[src/rtl/pipe_sram.sv]
module pipe_sram #(
  parameter int ADDR_W = 6,
  parameter int NBYTES = 4,
  parameter int BYTE_W = 9,
  localparam int DATA_W = NBYTES * BYTE_W,
  localparam int DEPTH  = 1 << ADDR_W
) (
  input  logic              clk,
  input  logic              rst_n,
  input  logic              clk_en,
  input  logic              ce_a_n,
  input  logic              ce_b,
  input  logic              ce_c_n,
  input  logic              adv,
  input  logic              wr_en,
  input  logic [NBYTES-1:0] byte_sel,
  input  logic [ADDR_W-1:0] addr,
  input  logic              burst_lin,
  input  logic              oe,
  input  logic [DATA_W-1:0] data_in,
  output logic [DATA_W-1:0] data_out,
  output logic              data_oe
);

  logic [DATA_W-1:0] mem [DEPTH];

  logic              b_act, b_wr, b_lin;
  logic [ADDR_W-1:0] b_base;
  logic [1:0]        b_cnt;

  logic              s1_v, s1_wr, s2_v, s2_wr;
  logic [ADDR_W-1:0] s1_a, s2_a;
  logic [NBYTES-1:0] s1_m, s2_m;
  logic              oe_r;

  wire               selected = !ce_a_n && ce_b && !ce_c_n;
  wire               n_act    = adv ? b_act  : selected;
  wire               n_wr     = adv ? b_wr   : wr_en;
  wire               n_lin    = adv ? b_lin  : burst_lin;
  wire [ADDR_W-1:0]  n_base   = adv ? b_base : addr;
  wire [1:0]         n_cnt    = adv ? b_cnt + 2'd1 : 2'd0;
  wire [1:0]         n_low    = n_lin ? n_base[1:0] + n_cnt : n_base[1:0] ^ n_cnt;
  wire [ADDR_W-1:0]  n_addr   = {n_base[ADDR_W-1:2], n_low};

  always_ff @(posedge clk or negedge rst_n) begin
    if (!rst_n) begin
      b_act    <= 1'b0;
      b_wr     <= 1'b0;
      b_lin    <= 1'b0;
      b_base   <= '0;
      b_cnt    <= '0;
      s1_v     <= 1'b0;
      s1_wr    <= 1'b0;
      s1_a     <= '0;
      s1_m     <= '0;
      s2_v     <= 1'b0;
      s2_wr    <= 1'b0;
      s2_a     <= '0;
      s2_m     <= '0;
      oe_r     <= 1'b0;
      data_out <= '0;
    end else if (clk_en) begin
      b_act  <= n_act;
      b_wr   <= n_wr;
      b_lin  <= n_lin;
      b_base <= n_base;
      b_cnt  <= n_cnt;
      s1_v   <= n_act;
      s1_wr  <= n_wr;
      s1_a   <= n_addr;
      s1_m   <= byte_sel;
      s2_v   <= s1_v;
      s2_wr  <= s1_wr;
      s2_a   <= s1_a;
      s2_m   <= s1_m;
      oe_r   <= s2_v && !s2_wr;
      if (s2_v && !s2_wr) data_out <= mem[s2_a];
    end
  end

  for (genvar i = 0; i < NBYTES; i++) begin : g_byte
    always_ff @(posedge clk) begin
      if (rst_n && clk_en && s2_v && s2_wr && s2_m[i])
        mem[s2_a][i*BYTE_W +: BYTE_W] <= data_in[i*BYTE_W +: BYTE_W];
    end
  end

  assign data_oe = oe_r && oe;

  AST_STALL_HOLD: assert property (@(posedge clk) disable iff (!rst_n)
    !clk_en |=> ($stable(data_out) && $stable(oe_r) && $stable(s2_v)));
  AST_WRITE_SLOT_QUIET: assert property (@(posedge clk) disable iff (!rst_n)
    (clk_en && s2_v && s2_wr) |=> !oe_r);
  AST_DESEL_QUIET: assert property (@(posedge clk) disable iff (!rst_n)
    (clk_en && !s2_v) |=> !oe_r);
  AST_BURST_STEP: assert property (@(posedge clk) disable iff (!rst_n)
    (clk_en && adv) |=> (b_cnt == $past(b_cnt) + 2'd1));
  AST_DESEL_STICKS: assert property (@(posedge clk) disable iff (!rst_n)
    (clk_en && adv && !b_act) |=> !s1_v);

endmodule

[config.mk]
export PLATFORM = sky130hd
export DESIGN_NAME = pipe_sram
export DESIGN_NICKNAME = d
export VERILOG_FILES = /design/src/rtl/pipe_sram.sv
export SDC_FILE = /design/constraint.sdc
export NUM_CORES = 2
export LEC_CHECK = 0
export ABC_AREA = 1
export BUFFER_PORTS_ARGS = -buffer_cell sky130_fd_sc_hd__buf_2
export CAP_MARGIN = 15
export CORE_UTILIZATION = 55
export DETAILED_ROUTE_END_ITERATION = 16
export PLACE_DENSITY = 0.69
export RECOVER_POWER = 25
export SLEW_MARGIN = 20
export SYNTH_ARGS = -nofsm -noshare
export SYNTH_HDL_FRONTEND = slang
export SYNTH_SLANG_ARGS = --single-unit
export TNS_END_PERCENT = 10
[constraint.sdc]
create_clock -name clk -period 3.15 [get_ports clk]
set_input_delay 0.4725 -clock clk [delete_from_list [all_inputs] [get_ports clk]]
set_output_delay 0.4725 -clock clk [all_outputs]
set_load 0.01 [all_outputs]
==> impl_metrics.py <==
metrics = {
    "yosys": {
        "post_synth_edffs": 2304,
        "synthTopCellsByArea": "edfxtp_1 69%, nand2_1 25%, dfrtp_1 1.6%",
        "syn_area_per_cell_sq_um": 9.99,
        "fraction_of_the_mapped_netlist_area_in_compound_gates_pct": 0.241,
        "muxShareOfSynthArea_pct": 0,
        "postSynthRegisterBits": 2370,
        "number_of_different_library_cells_in_the_post_synthesis_netlist": 26,
        "synth_top_area_cell": "edfxtp_1",
        "synth_top_area_share_pct": 69.0,
        "synth_fp_nets": 10100,
        "async_reset_ff_share_pct": 2.78,
        "synthesis.area_sq_um": 100000,
        "yosysSeqAreaShare_pct": 70.6,
        "dominant_combinational_cell_family_by_area_after_synthesis": "simple AND/OR/NAND/NOR gates",
        "post_synth_most_frequent_cells": "6555 x nand2_1, 2304 x edfxtp_1, 343 x nor2_1, 284 x buf_2, 210 x clkbuf_1",
        "synth_adder_area_share_pct": 0.0125,
        "cells_after_synthesis": 10000,
        "ys.flop_type": "edfxtp_1",
        "most_numerous_cell_in_the_yosys_netlist": "nand2_1",
        "xor_and_xnor_area_share_after_synthesis_pct": 0.0175,
        "ys.warnings.count": 0,
        "synth_simple_gate_area_share_pct": 26.4,
    },
    "cts": {
        "cts.htree.levels": 4,
        "post_cts.resized_instances": 0,
        "cts_buffers": 232,
        "cts_sinks": 2370,
        "ctsHoldBuffers": 20,
        "clockRootBuffer": "clkbuf_16",
        "cts_buffer_depth": 3,
        "clkSlewWorstSetupHoldPaths_ps": 60,
        "cts_tree": "yes",
        "worstSkewPairLatency_ps": 880,
        "post_cts.repair.setup_buffers": 0,
    },
    "final_layout": {
        "layout-area-overhead-vs-synth_pct": 13.6,
        "final_core_utilization_pct": 63.0,
        "post_route_cells_drive_above_1_share_pct": 9.18,
        "layout.nets": 10500,
        "design_area_sq_um": 114000,
        "filler_cell_count": 14000,
        "final_cells": 13000,
    },
    "worst_setup_path": {
        "regToRegSetupSlack_ps": 240,
        "critPathMostFrequentCell": "nand2_1",
        "critPathRequiredTime_ps": 3880,
        "critPathCaptureType": "flop",
        "critPathSlowestCell": "dfrtp_4",
        "rr_endpoint": "data_out[2]",
        "path_cells": "inv_8 -> buf_12 -> nand2_1 -> nand2_1 -> nand2_1 -> nand2_1 -> nand2_1 -> nand2_1 -> nand2_1 -> nand2_1 -> nor2_1 -> nand3_1 -> nand2_1 -> inv_1",
        "r2r_start": "s2_a[0]",
        "worst_path_dominant_cell_family": "simple AND/OR/NAND/NOR gates",
        "worst-setup-path-type": "flop to flop",
        "startpoint_class": "flop",
        "worst_r2r_path_depth": 14,
        "critPathArrivalTime_ps": 3640,
        "timing.critical_path.buf_inv": 3,
        "crit_path_max_fanout": 38,
        "worstSetupPathDepth": 14,
        "critical-path-max-stage-delay_ps": 600,
    },
    "min_path": {
        "hold_depth": 5,
        "hp-class": "input pin to flop",
        "hold_start": "adv",
        "holdPathEnd": "b_cnt[0]",
    },
    "sta": {
        "setup_viol": 0,
        "timing.clock.skew_ps": 52.9,
        "report.final.slew_viol_count": 888,
        "totalNegativeSetupSlack_ps": 0,
        "post-route-worst-setup-slack_ps": 244,
        "grt_setup_unrepaired": "false",
        "min_period_over_period_pct": 92.2,
        "hold_viol_final": 0,
        "fmax_mhz": 344,
        "timing_worst_slew_pin_value_ps": 3420,
        "finalCriticalPeriod_ps": 2910,
        "max-slew-margin-rel_pct": -128,
        "holdWs_ps": 42.3,
    },
    "pwr": {
        "worst_vdd_drop_mv": 0.752,
        "comb_power_share_pct": 16.6,
        "clockPowerShare_pct": 36.0,
        "leak_nw": 48.1,
        "netSwitchingPower_mw": 21.4,
        "sequential_power_share_pct": 47.3,
        "fin_total_pwr_mw": 74.9,
        "internal-power_mw": 53.5,
        "swShare_pct": 28.6,
        "cellPowerDensity_nw_per_um2": 658,
    },
    "global_routing": {
        "antenna_violations_before_repair": 22,
        "grt.overflow.total": 0,
        "met3_usage_pct": 5.98,
        "grt_pass1_wl_um": 424000,
        "groute.usage.overall_pct": 30.9,
        "grt_pass1_vias": 68000,
        "groute.layer.met1.usage_pct": 42.2,
        "use_met2_pct": 48.1,
        "gr-max-usage-layer": "met2",
        "maximum_number_of_pins_on_one_net_before_global_route_repair": 119,
    },
    "placed_design": {
        "post-place-cells": 12500,
        "detailed_place_hpwl_um": 180000,
        "post_dp_cell_area_sq_um": 106000,
        "port_buffers": 92,
        "post-place-ws_ps": 427,
        "gp_congestion": 0.906,
    },
    "drt": {
        "drt_iter0_drc": 8442,
        "drt_first_pass_iters": 6,
        "routed-via-count": 71300,
        "wirelength_um": 286000,
        "ant_nets": 0,
        "routed_via_density": 5.49,
        "route.detailed.wl_per_inst_um": 22.0,
        "drc": 0,
    },
    "floorplan": {
        "effective_utilization_at_floorplan_pct": 55.4,
        "die_h_um": 429,
        "io-pin-count": 93,
        "die_x_um": 429,
        "coreArea_sq_um": 181000,
        "die-area_sq_um": 184000,
        "core.rowCount": 156,
    },
    "run_status": {
        "violations": "max-capacitance violations, max-slew violations",
        "outcome": "complete, but fails checks",
    },
    "job": {
        "max-cap-violations": 22,
    },
}
==> flip-flops by register name (all words and copies together) (netlist names) <==
name and count:
mem 2304, data_out 36, b_base 6, s2_a 6, s1_m 4, s2_m 4
b_cnt 2, s1_a 2, b_lin 1, oe_r 1, s1_v 1, s1_wr 1
s2_v 1, s2_wr 1
==> kinds of logic (layout without fill, tap and decap cells) <==
family / Yosys count / count (layout)
and+or+nand+nor: 7000 / 7000
buffers and inverters: 621 / 1189
adders and majority gates: 1 / 1
AOI/OAI and AO/OA: 44 / 44
DFF: 2370 / 2370
other: 0 / 15
xor gates and xnor gates: 2 / 2
==> layout make-up <==
cell class | count | area [sq um] | share of cell area, %
timing repair buffer | 650 | 5450 | 4.78
tap | 2370 | 2970 | 2.60
inverter | 105 | 417 | 0.366
clock buffer | 306 | 6220 | 5.46
clock inverter | 128 | 1160 | 1.02
antenna | 15 | 37.5 | 0.0329
multi-input combinational | 7047 | 26800 | 23.6
sequential | 2370 | 70800 | 62.2
==> placed cells by master (no fill, tap or decap), types with 48 or more instances in the layout <==
master     instances
nand2_1         6551
edfxtp_1        2304
buf_4            450
nor2_1           343
clkbuf_16        234
clkbuf_1         105
inv_1            101
buf_2             68
buf_12            67
dfrtp_1           63
nand3_1           48
clkinv_2          48
==> layer usage <==
metal  routed length, um  vias up
met5                  21        -
met4               13600        4
met3               28900      618
met2              132000     3714
met1              112000    34000
li1                    -    33000
==> power groups by stage <==
stage	registers, mW	clock network [mW]	logic, mW
after floorplan	35.8	0	7.51
after global placement	36.1	0	12.2
after detailed placement	36.1	0	12.3
after CTS	35.4	27.2	12.4
after global routing	35.4	28.3	13.8
final	35.5	27.0	12.5
==> worst max-delay path by stage <==
stage,endpoint,slack (ps),startpoint
after floorplan,mem[0][0],920,s2_a[1]
after global placement,data_out[2],410,s2_a[0]
after detailed placement,data_out[2],430,s2_a[0]
final,data_out[2],240,s2_a[0]
after global routing,mem[27][16],170,data_in[16]
after CTS,data_out[2],350,s2_a[0]
==> tightest hold or removal path: stages <==
cell,delay [ps]
buf_2,130
inv_1,100
nor2_1,70
nand2_1,50
nand2_1,40
Note: power is estimated with default switching activity, not from simulation.
